`config.mk`:
```
export PLATFORM = sky130hd
export DESIGN_NAME = qbio_port_ctrl
export DESIGN_NICKNAME = d
export VERILOG_FILES = /design/src/rtl/qbio_pkg.sv /design/src/rtl/qbio_seq.sv /design/src/rtl/qbio_latch.sv /design/src/rtl/qbio_wake.sv /design/src/rtl/qbio_port_ctrl.sv
export SDC_FILE = /design/constraint.sdc
export NUM_CORES = 1
export LEC_CHECK = 0
export CELL_PAD_IN_SITES_DETAIL_PLACEMENT = 1
export CELL_PAD_IN_SITES_GLOBAL_PLACEMENT = 2
export CORE_MARGIN = 2
export CORE_UTILIZATION = 22
export DETAILED_ROUTE_END_ITERATION = 10
export PLACE_DENSITY = 0.84
export SLEW_MARGIN = 5
export SYNTH_ARGS = -nofsm -noshare
export SYNTH_HDL_FRONTEND = slang
export SYNTH_SLANG_ARGS = --single-unit
```
`constraint.sdc`:
```
create_clock -name clk -period 1.5 [get_ports clk]
set_input_delay 0.15 -clock clk [delete_from_list [all_inputs] [get_ports clk]]
set_output_delay 0.15 -clock clk [all_outputs]
set_load 0.03 [all_outputs]
```
`src/rtl/qbio_pkg.sv`:
```
package qbio_pkg;
    typedef enum logic [1:0] {
        ST_IDLE   = 2'd0,
        ST_SAMPLE = 2'd1,
        ST_COMMIT = 2'd2
    } seq_state_e;

    localparam logic [2:0] OP_READ  = 3'd0;
    localparam logic [2:0] OP_WRITE = 3'd1;
    localparam logic [2:0] OP_SETB  = 3'd2;
    localparam logic [2:0] OP_CLRB  = 3'd3;
    localparam logic [2:0] OP_CPL   = 3'd4;
endpackage

```
`src/rtl/qbio_seq.sv`:
```
module qbio_seq
    import qbio_pkg::*;
#(
    parameter int AW = 8,
    parameter int DW = 8,
    parameter int BW = $clog2(DW),
    parameter logic [AW-1:0] ADDR_A = 8'h12,
    parameter logic [AW-1:0] ADDR_B = 8'h14
) (
    input  logic          clk,
    input  logic          rst_n,
    input  logic          req,
    input  logic [AW-1:0] addr,
    input  logic [2:0]    op,
    input  logic [BW-1:0] bitsel,
    input  logic [DW-1:0] wdata,
    output logic          ready,
    output logic          sample_en,
    output logic          commit_en,
    output logic          sel_a,
    output logic          sel_b,
    output logic [2:0]    op_q,
    output logic [BW-1:0] bit_q,
    output logic [DW-1:0] wdata_q
);
    seq_state_e state, state_nx;
    logic accept;

    assign accept = (state == ST_IDLE) && req;

    // state register
    always_ff @(posedge clk or negedge rst_n) begin
        if (!rst_n) state <= ST_IDLE;
        else        state <= state_nx;
    end

    // transitions: accept, snap, retire
    always_comb begin
        state_nx = state;
        unique case (state)
            ST_IDLE:   if (req) state_nx = ST_SAMPLE;
            ST_SAMPLE: state_nx = ST_COMMIT;
            ST_COMMIT: state_nx = ST_IDLE;
            default:   state_nx = ST_IDLE;
        endcase
    end

    // outputs
    always_comb begin
        ready     = 1'b0;
        sample_en = 1'b0;
        commit_en = 1'b0;
        unique case (state)
            ST_IDLE:   ready     = 1'b1;
            ST_SAMPLE: sample_en = 1'b1;
            ST_COMMIT: commit_en = 1'b1;
            default:   ready     = 1'b0;
        endcase
    end

    // request fields captured on acceptance
    always_ff @(posedge clk or negedge rst_n) begin
        if (!rst_n) begin
            sel_a   <= 1'b0;
            sel_b   <= 1'b0;
            op_q    <= OP_READ;
            bit_q   <= '0;
            wdata_q <= '0;
        end else if (accept) begin
            sel_a   <= (addr == ADDR_A);
            sel_b   <= (addr == ADDR_B);
            op_q    <= op;
            bit_q   <= bitsel;
            wdata_q <= wdata;
        end
    end
endmodule

```
`src/rtl/qbio_latch.sv`:
```
module qbio_latch #(
    parameter int W = 8,
    parameter logic [W-1:0] MASK = '1
) (
    input  logic         clk,
    input  logic         rst_n,
    input  logic         we,
    input  logic [W-1:0] d,
    output logic [W-1:0] q
);
    for (genvar i = 0; i < W; i++) begin : g_bit
        if (MASK[i]) begin : g_flop
            always_ff @(posedge clk or negedge rst_n) begin
                if (!rst_n)  q[i] <= 1'b1;
                else if (we) q[i] <= d[i];
            end
        end else begin : g_fixed
            assign q[i] = 1'b1;
        end
    end
endmodule

```
`src/rtl/qbio_wake.sv`:
```
module qbio_wake #(
    parameter int W = 8
) (
    input  logic         clk,
    input  logic         rst_n,
    input  logic [W-1:0] enable,
    input  logic [W-1:0] pads,
    output logic         wake
);
    logic hit, sync1;

    assign hit = |(enable & ~pads);

    always_ff @(posedge clk or negedge rst_n) begin
        if (!rst_n) begin
            sync1 <= 1'b0;
            wake  <= 1'b0;
        end else begin
            sync1 <= hit;
            wake  <= sync1;
        end
    end
endmodule

```
`src/rtl/qbio_port_ctrl.sv`:
```
module qbio_port_ctrl
    import qbio_pkg::*;
#(
    parameter int AW = 8,
    parameter int DW = 8,
    parameter logic [AW-1:0] ADDR_A = 8'h12,
    parameter logic [AW-1:0] ADDR_B = 8'h14,
    parameter logic [DW-1:0] B_OUT_MASK  = 8'h03,
    parameter logic [DW-1:0] B_PULL_MASK = 8'h7F
) (
    input  logic          clk,
    input  logic          rst_n,
    input  logic          cpu_req,
    input  logic [AW-1:0] cpu_addr,
    input  logic [2:0]    cpu_op,
    input  logic [$clog2(DW)-1:0] cpu_bit,
    input  logic [DW-1:0] cpu_wdata,
    output logic [DW-1:0] cpu_rdata,
    output logic          cpu_ready,
    input  logic [DW-1:0] pad_in_a,
    input  logic [DW-1:0] pad_in_b,
    input  logic [DW-1:0] wake_cfg,
    output logic [DW-1:0] pd_en_a,
    output logic [DW-1:0] pd_en_b,
    output logic [DW-1:0] pu_en_a,
    output logic [DW-1:0] pu_en_b,
    output logic          wake_req
);
    localparam int BW = $clog2(DW);
    localparam logic [DW-1:0] A_MASK = '1;
    localparam logic [DW-1:0] B_FIXED_PU = B_PULL_MASK & ~B_OUT_MASK;

    logic          sample_en, commit_en, sel_a, sel_b;
    logic [2:0]    op_q;
    logic [BW-1:0] bit_q;
    logic [DW-1:0] wdata_q, new_val, bit_hot, lat_a, lat_b;
    logic          modifies;

    qbio_seq #(.AW(AW), .DW(DW), .BW(BW), .ADDR_A(ADDR_A), .ADDR_B(ADDR_B)) u_seq (
        .clk(clk), .rst_n(rst_n), .req(cpu_req), .addr(cpu_addr), .op(cpu_op),
        .bitsel(cpu_bit), .wdata(cpu_wdata), .ready(cpu_ready),
        .sample_en(sample_en), .commit_en(commit_en), .sel_a(sel_a), .sel_b(sel_b),
        .op_q(op_q), .bit_q(bit_q), .wdata_q(wdata_q)
    );

    // pad snapshot taken at the edge that ends SAMPLE; doubles as read data
    always_ff @(posedge clk or negedge rst_n) begin
        if (!rst_n) cpu_rdata <= '0;
        else if (sample_en) begin
            if (sel_a)      cpu_rdata <= pad_in_a;
            else if (sel_b) cpu_rdata <= pad_in_b;
            else            cpu_rdata <= '0;
        end
    end

    // modify step works from the pad snapshot
    assign bit_hot = {{(DW-1){1'b0}}, 1'b1} << bit_q;

    always_comb begin
        new_val  = cpu_rdata;
        modifies = 1'b1;
        case (op_q)
            OP_WRITE: new_val = wdata_q;
            OP_SETB:  new_val = cpu_rdata | bit_hot;
            OP_CLRB:  new_val = cpu_rdata & ~bit_hot;
            OP_CPL:   new_val = ~cpu_rdata;
            default:  modifies = 1'b0;
        endcase
    end

    qbio_latch #(.W(DW), .MASK(A_MASK)) u_lat_a (
        .clk(clk), .rst_n(rst_n), .we(commit_en && sel_a && modifies),
        .d(new_val), .q(lat_a)
    );

    qbio_latch #(.W(DW), .MASK(B_OUT_MASK)) u_lat_b (
        .clk(clk), .rst_n(rst_n), .we(commit_en && sel_b && modifies),
        .d(new_val), .q(lat_b)
    );

    assign pd_en_a = ~lat_a;
    assign pu_en_a = lat_a;
    assign pd_en_b = ~lat_b & B_OUT_MASK;
    assign pu_en_b = (lat_b & B_OUT_MASK) | B_FIXED_PU;

    qbio_wake #(.W(DW)) u_wake (
        .clk(clk), .rst_n(rst_n), .enable(wake_cfg), .pads(pad_in_b), .wake(wake_req)
    );
endmodule

```
======== After elaboration in Yosys (flattened, before gate mapping) ========
Cells that the tools add are included.
Widths: inputs -> output; s select.
word-level totals
  bits in latches ......................... 0
  bits in read-only memories .............. 0
  memory bits (writable) .................. 0
  output and inout bits ................... 42
  register bits ........................... 38
  bits of input ports ..................... 49
  memories ................................ 0
operators by class
  equal/unequal tests ..................... 9
  mux-type cells .......................... 9
  bitwise logic cells ..................... 8
  $mul .................................... 0
  add/sub/neg operators ................... 0
  div/mod/pow operators ................... 0
  shifts and indexed selects .............. 1
  order comparisons ....................... 0
  reductions and logical operators ........ 8
operators with widths
  operator             number
  $not 8->8            4
  $pmux 8 s4           1
  $and 8x8->8          2
  $eq 8x5->1 const B   2
  $mux 8               2
  $or 8x8->8           1
  $reduce_or 8->1      1
  $shl 1x3->8 const A  1
  $eq 3x2->1 const B   2
  $logic_and 1x1->1    5
  $mux 1               4
  $pmux 2 s2           1
  $reduce_or 4->1      1
  $eq 3x1->1 const B   1
  $eq 3x3->1 const B   1
  $eq 2x1->1 const B   1
  $eq 2x2->1 const B   1
  $logic_not 2->1      1
  $mux 2               1
  $ne 2x2->1 const B   1
  $not 2->2            1

======== Depth between registers and ports, before layout ========
Gate-level depths: netlist of the first run.
  depth after elaboration ................. 4
  mapped depth ............................ 6
  gate-level depth less buffers ........... 4

======== Modules after synthesis ========
A second synthesis of the first run with hierarchy kept.
unflattened totals
  cells, all modules ...................... 235
  area total of the unflattened synthesis .. 2,334.7 um^2
by module, submodules not included
  module                 times used  cells each  area each (um^2)
  qbio_port_ctrl         1           144         1,011.0
  qbio_seq               1           48          745.7
  qbio_latch at u_lat_a  1           17          341.6
  qbio_latch at u_lat_b  1           11          123.9
  qbio_wake              1           15          112.6

======== Worst setup path after synthesis of the first run ========
OpenSTA, ideal clock, no wires.
  path type ............................... reg2reg
  start ................................... reg u_seq.state[0]
  end ..................................... reg u_seq.bit_q[2]
  setup slack ............................. -0.327 ns
  path buffers ............................ 2
  data arrival time ....................... 1.703 ns
  stages on the path, launching flop included .. 6
  period minus slack after synthesis ...... 1.827 ns
  cells stage by stage .................... dfrtp_1 -> nor2_1 -> and2_1 -> buf_4 -> buf_2 -> mux2_2
on the way
  word-level cells in the longest chain between the ends .. 2
RTL lines
  element                 RTL line        RTL
  from (decl)             qbio_seq.sv:26  seq_state_e state, state_nx;
  from (signal assigned)  qbio_seq.sv:34  else state <= state_nx;
  $logic_not 2->1         qbio_seq.sv:29  assign accept = (state == ST_IDLE) && req;
  $logic_and 1x1->1       qbio_seq.sv:29
  to (signal assigned)    qbio_seq.sv:73  bit_q <= bitsel;
  to (decl)               qbio_seq.sv:23  output logic [BW-1:0] bit_q,
No other way between the ends.
A chain may end at the register's enable or synchronous reset.

======== Final worst setup path of the first run ========
  start ................................... reg u_seq.op_q[0]
  end ..................................... reg u_lat_a.q[6]
on the way
  word-level cells in the longest chain between the ends .. 4
RTL lines
  element                                   RTL line              RTL
  from (decl)                               qbio_seq.sv:22        output logic [2:0] op_q,
  from (signal assigned)                    qbio_seq.sv:72        op_q <= op;
  $eq 3x3->1, or another cell as far along  qbio_port_ctrl.sv:62  case (op_q)
  $reduce_or 4->1 (no source line)          --
  $mux 1                                    qbio_port_ctrl.sv:62
  $logic_and 1x1->1                         qbio_port_ctrl.sv:72  .clk(clk), .rst_n(rst_n), .we(commit_en && sel_a && modifies),
  to (signal, indexed assignment)           qbio_latch.sv:15      else if (we) q[i] <= d[i];
  to (decl)                                 qbio_latch.sv:9       output logic [W-1:0] q
Several ways; a longest one is shown, not always the timed one.

==> metrics.txt, run 1 <==
Reg area 967 um2; syn_area_per_cell 10.4 um2; Final Hold Violating Endpoints 0; setup ws final -0.00774 ns; Placed Instances 390; Gate power share 37.8%; Fin Hold WS 0.367 ns; first-pass iteration count of the detailed router 4; number of core rows 35; antenna violations before repair 0; layout cell share with drive strength beyond 1 28.3%; routed via count 1846; H-tree Lvls 2; area share of the largest cell type after synthesis 33.8%; Clock power frac 24.2%; max-cap violations 0; clock sink total 38; critical path endpoint category register; CTS tree done; DIE AREA 10200 um2; Skew-Pair Late Insertion Delay 0.29 ns; Fmax achieved 663 MHz; IO Pins 91; area leader, netlist dfrtp_1; RSZ-0062 raised after global routing yes; Yosys reg bits 38; Setup violations, final 1; Peak VDD IR 0.363 mV; clock period minus final worst setup slack 1.51 ns; Sw Ratio 32.9%; DR iter-0 viols 16; WP data required 1.74 ns; yosys warns 0; Worst Tran Pin Value 0.554 ns; via/cell ratio 4.60; largest fanout on the critical path 6; clk buf depth 2; Slew Viols, Final 0; Root Buffer clkbuf_8; Finished Layout Cells 401; die height 101 um; synthesized instance count 199; Reg power frac 38.0%; DR WL/cell 15.4 um; Psw 0.00115 W; post-route setup TNS -0.00774 ns; Pwr Density 1090 nW/um2; Setup CP Type reg -> reg; slowest CP cell dfrtp_2; Area contributors post-synth dfrtp_1 (34%), mux2_2 (13%), dfstp_2 (13%), buf_4 (5.1%), inv_1 (3.8%); status complete, but fails checks; Worst Skew 0.00636 ns; largest net degree at the start of global routing 25; routability cong. 0.812; Slew headroom 63.1%; Mapped Area 2070 um2; DP HPWL 4750 um; slowest stage delay, CP 0.44 ns; CTS Buf Count 5; nets 338; fillers 1049; failing checks negative setup slack; first-pass GRT wire length 9540 um; Area growth, synth to finish 55.5%; CP startpoint kind register; Overall Global Routing Usage 12.1%; initial core utilization 22.5%; register area share after synthesis 46.5%; Hold WC Path Type reg -> reg; cell-internal power 0.00235 W; vias in the first global route 1866; Core Util, Final 35.0%; clock slew at reported path FFs 0.08 ns; Unique masters post-synth 35; DRC errors left 0; Pleak 1.40 nW; crit path DAT 1.74 ns; core area 9200 um2; wirelength, routed 6170 um; multi-input logic area 1010 um2; Tcrit/Tclk final 101%; Die X-Extent 101 um; diode count 0; total grt overflow 0; Antenna Nets Post-Route 0; CP Cell Sequence buf_6 -> nand2b_2 -> a2bb2oi_2 -> o221ai_2 -> mux2_2; IO Port Bufs 78
-- metrics by stage --
step	area, um2	setup WS [ns]	total power (W)
floorplan	2120	0.000405	0.00204
global placement	3010	0.0150	0.00249
detailed placement	3010	-0.0667	0.00254
CTS	3130	-0.00563	0.00341
global route	3220	-0.0609	0.00370
finish	3220	-0.00774	0.00351
-- cell families after synthesis --
| logic type | after synthesis | share of synthesized area [%] |
|---|---|---|
| and+or+nand+nor | 50 | 14.5 |
| buffers and inverters | 44 | 11.5 |
| AOI/OAI and AO/OA | 41 | 14.0 |
| DFF | 38 | 46.5 |
| muxes | 24 | 13.1 |
| other | 2 | 0.363 |
-- critical path, delay by kind of cell (launching register included) --
kind,cells,cell delay (ns)
flip-flops,1,0.44
AO/OA/AOI/OAI,2,0.43
AND/OR/NAND/NOR,1,0.25
multiplexers,1,0.19
buffers and inverters,1,0.14
-- state kept, by name, summed over array words and instances, names as in the netlist --
register	count
cpu_rdata	8
u_lat_a.q	8
u_seq.wdata_q	8
u_seq.bit_q	3
u_seq.op_q	3
u_lat_b.q	2
u_seq.state	2
u_seq.sel_a	1
u_seq.sel_b	1
u_wake.sync1	1
u_wake.wake	1
-- path summary, 6_finish.rpt --
kind                                            from                           end  slack (ns)  cells past startpoint
max in group asynchronous                      rst_n     u_seq.op_q[1]$_DFFE_PN0P_        0.49                      3
setup reg to reg           u_seq.op_q[0]$_DFFE_PN0P_      u_lat_a.q[6]$_DFFE_PN1P_      -0.008                      5
min in group asynchronous                      rst_n  u_seq.wdata_q[2]$_DFFE_PN0P_        0.39                      2
setup / recovery           u_seq.op_q[0]$_DFFE_PN0P_      u_lat_a.q[6]$_DFFE_PN1P_      -0.008                      5
hold reg to reg               u_wake.sync1$_DFF_PN0_         u_wake.wake$_DFF_PN0_        0.37                      0
hold / removal                u_wake.sync1$_DFF_PN0_         u_wake.wake$_DFF_PN0_        0.37                      0
-- power groups by stage --
| stage | registers, W | clock network, W | logic, W |
|---|---|---|---|
| floorplan | 0.00133 | 0 | 0.000717 |
| global placement | 0.00132 | 0 | 0.00117 |
| detailed placement | 0.00133 | 0 | 0.00121 |
| CTS | 0.00132 | 0.000876 | 0.00121 |
| global route | 0.00135 | 0.000923 | 0.00142 |
| finish | 0.00133 | 0.000850 | 0.00132 |
-- cells in the mapped netlist --
cell type / number
dfrtp_1: 28
mux2_2: 24
inv_1: 21
buf_4: 14
nand2_1: 12
dfstp_2: 10
o21ai_0: 9
a22oi_1: 8
o22ai_1: 8
a2bb2oi_1: 6
nand3_1: 6
nor2_1: 6
buf_2: 5
nand3b_1: 5
nor2b_1: 4
o221ai_1: 4
and3b_1: 3
nand2b_1: 3
a221o_1: 2
buf_6: 2
clkbuf_1: 2
conb_1: 2
nor3b_2: 2
o21bai_1: 2
a21boi_0: 1
a21oi_1: 1
and2_1: 1
and3_1: 1
and4bb_2: 1
nand2_2: 1
nor3_1: 1
nor3_2: 1
nor3b_1: 1
nor4b_1: 1
or4_1: 1
-- per-layer routing --
layer	share of wire, %	vias up	global-route usage [%]	wire length (um)
met1	41	909	14.1	2520
li1	-	854	-	-
met2	51	76	21.3	3170
met4	1.1	0	3.85	65
met5	0	-	0	0
met3	6.6	7	3.54	406
-- placed cells by master, fill, tap and decap left out, types with 3 or more instances in the layout --
master / netlist / layout
a22oi_1: 8 / 8
a2bb2oi_2: 0 / 4
and3b_1: 3 / 3
buf_4: 14 / 12
buf_6: 2 / 3
clkbuf_8: 0 / 5
clkdlybuf4s50_1: 0 / 48
conb_1: 2 / 12
dfrtp_1: 28 / 25
dfrtp_2: 0 / 3
dfstp_2: 10 / 10
dlygate4sd2_1: 0 / 29
inv_1: 21 / 21
mux2_2: 24 / 22
nand2_1: 12 / 12
nand3_1: 6 / 6
nand3b_1: 5 / 5
nor2_1: 6 / 3
o21ai_0: 9 / 9
o22ai_1: 8 / 8
-- layout make-up --
| cell class | count | share of cell area, % |
|---|---|---|
| clock inverters | 3 | 1.24 |
| well taps | 111 | 4.31 |
| clock buffers | 5 | 2.14 |
| inverters | 21 | 2.45 |
| multi-input cells | 127 | 31.5 |
| repair buffers | 96 | 28.4 |
| flip-flops and latches | 38 | 30.0 |
-- timing repair --
action,in CTS,in global routing
pin swaps,2,5
hold buffers,1,0
gates cloned,0,0
gates resized for setup,37,19
setup endpoints to repair,37,16
setup buffers,1,2
hold endpoints to repair,13,0
(Power assumes the default switching activity.)
==> run 2: changes to the inputs <==
--- a/config.mk
+++ b/config.mk
@@ -7,8 +7,9 @@
 export LEC_CHECK = 0
 export CELL_PAD_IN_SITES_DETAIL_PLACEMENT = 1
 export CELL_PAD_IN_SITES_GLOBAL_PLACEMENT = 2
-export CORE_MARGIN = 2
+export CORE_MARGIN = 10
 export CORE_UTILIZATION = 22
+export CTS_CLUSTER_SIZE = 28
 export DETAILED_ROUTE_END_ITERATION = 10
 export PLACE_DENSITY = 0.84
 export SLEW_MARGIN = 5
==> metrics.txt, run 2 (synthesized netlist as in run 1, its figures left out) <==
wirelength, routed 6820 um (was 6170 um); Setup violations, final 2 (was 1); first-pass iteration count of the detailed router 4 (unchanged); met1 Usage GRT 10.4% (was 14.1%); critical path endpoint category register (unchanged); DR iter-0 viols 48 (was 16); worst slack, placed -0.0668 ns (was -0.0667 ns); CTS Buf Count 5 (unchanged); DIE AREA 13700 um2 (was 10200 um2); most frequent cells in the layout clkdlybuf4s50_1 (47), dlygate4sd2_1 (29), dfrtp_1 (25) (was clkdlybuf4s50_1 (48), dlygate4sd2_1 (29), dfrtp_1 (25)); Fmax achieved 663 MHz (about the same); vias in the first global route 2040 (was 1866); Final Hold Violating Endpoints 0 (unchanged); Peak VDD IR 0.393 mV (was 0.363 mV); CTS tree done (unchanged); DRC errors left 0 (unchanged); post-route cell area 3240 um2 (was 3220 um2); status complete, but fails checks (unchanged); IO Pins 91 (unchanged); DP HPWL 5400 um (was 4750 um); number of core rows 35 (unchanged); Die X-Extent 117 um (was 101 um); Pleak 1.40 nW (about the same); grt met3 use 4.49% (was 3.54%); nets 337 (was 338); routability cong. 0.796 (was 0.812); clock period minus final worst setup slack 1.51 ns (about the same); Overall Global Routing Usage 9.61% (was 12.1%); Slew Viols, Final 0 (unchanged); WP data required 1.73 ns (was 1.74 ns); GR Util met2 16.0% (was 21.3%); Pwr Density 1150 nW/um2 (was 1090 nW/um2); clk buf depth 2 (unchanged); Largest regs cpu_rdata: 8 flops, u_lat_a.q: 8 flops, u_seq.wdata_q: 8 flops (unchanged); core area 9200 um2 (unchanged); CP startpoint kind register (unchanged); total grt overflow 0 (unchanged); max-cap violations 0 (unchanged); Area growth, synth to finish 56.6% (was 55.5%); cell area after placement 3010 um2 (unchanged); most crowded layer after global routing met2 (unchanged); clock slew at reported path FFs 0.07 ns (was 0.08 ns); Tcrit/Tclk final 101% (about the same); first-pass GRT wire length 10300 um (was 9540 um); largest fanout on the critical path 3 (was 6); slowest stage delay, CP 0.44 ns (about the same); Root Buffer clkbuf_8 (unchanged); routed via count 1802 (was 1846); DR WL/cell 17.0 um (was 15.4 um); die height 117 um (was 101 um); crit path DAT 1.74 ns (about the same); Antenna Nets Post-Route 0 (unchanged); setup ws final -0.00779 ns (was -0.00774 ns); leading cell type in the layout, fill and taps excluded clkdlybuf4s50_1 (unchanged); clock sink total 38 (unchanged); Slew headroom 64.1% (was 63.1%); IO Port Bufs 78 (unchanged); failing checks negative setup slack (unchanged); H-tree Lvls 2 (unchanged); Worst Skew 0.00469 ns (was 0.00636 ns); antenna violations before repair 0 (unchanged); diode count 0 (unchanged); Fin Hold WS 0.333 ns (was 0.367 ns); Skew-Pair Late Insertion Delay 0.30 ns (was 0.29 ns); Setup CP Type reg -> reg (unchanged); initial core utilization 22.5% (unchanged); via/cell ratio 4.51 (was 4.60); largest net degree at the start of global routing 21 (was 25); slowest CP cell dfrtp_1 (was dfrtp_2); post-route setup TNS -0.0141 ns (was -0.00774 ns); RSZ-0062 raised after global routing yes (unchanged); Overall Power 0.00371 W (was 0.00351 W); layout cell share with drive strength beyond 1 27.3% (was 28.3%); Hold WC Path Type in -> async (was reg -> reg); CP Cell Sequence nor3_4 -> and3b_1 -> a221o_1 -> mux2_2 (was buf_6 -> nand2b_2 -> a2bb2oi_2 -> o221ai_2 -> mux2_2); Worst Tran Pin Value 0.538 ns (was 0.554 ns)
-- run 2: what timing repair did --
action | CTS | global route
endpoints found under the hold margin | 8 | 0
hold buffers | 1 | 0
buffers inserted | 0 | 1
pin swaps | 0 | 7
endpoints found under the setup margin | 39 | 11
gates resized for setup | 32 | 20
-- run 2: cell type report --
type	instances	area, um2
fill	1063	5950
multi-input combinational	127	1010
sequential	38	967
timing repair buffer	95	901
tap	111	139
clock buffer	6	82.6
inverter	21	78.8
clock inverter	2	60.1
-- run 2: path summary, 6_finish.rpt --
| path | startpoint | to | slack [ns] | depth (start not counted) |
|---|---|---|---|---|
| worst max-delay path | u_seq.bit_q[0]$_DFFE_PN0P_ | u_lat_b.q[0]$_DFFE_PN1P_ | -0.008 | 4 |
| worst min-delay path | rst_n | u_seq.bit_q[0]$_DFFE_PN0P_ | 0.33 | 2 |
| worst max register to register | u_seq.bit_q[0]$_DFFE_PN0P_ | u_lat_b.q[0]$_DFFE_PN1P_ | -0.008 | 4 |
| worst min register to register | u_wake.sync1$_DFF_PN0_ | u_wake.wake$_DFF_PN0_ | 0.36 | 0 |
| max in group asynchronous | rst_n | u_seq.op_q[2]$_DFFE_PN0P_ | 0.70 | 3 |
| min in group clk | u_wake.sync1$_DFF_PN0_ | u_wake.wake$_DFF_PN0_ | 0.36 | 0 |
-- run 2: critical path, delay by kind of cell, from the launching register on --
kind             cells  cell delay [ns]
AO/OA/AOI/OAI        1             0.28
AND/OR/NAND/NOR      2             0.44
multiplexers         1             0.27
flip-flops           1             0.44
-- run 2: power breakdown --
part	switching [W]	internal, W	total [W]
Combinational	0.000638	0.000641	0.00128
Clock	0.000379	0.000709	0.00109
Sequential	0.000161	0.00119	0.00135
-- run 2: metrics by stage --
step,util (%),std cells
final,35.3,400
after global placement,32.7,390
after detailed placement,32.7,390
after global routing,35.3,400
after CTS,34.1,399
after floorplan,-,209
-- run 2: routing by layer --
| layer | up-vias | share of wire, % | wire length, um |
|---|---|---|---|
| met4 | 0 | 1.2 | 85 |
| met3 | 7 | 9.8 | 671 |
| li1 | 847 | - | - |
| met5 | - | 0 | 0 |
| met1 | 879 | 40 | 2750 |
| met2 | 69 | 49 | 3310 |
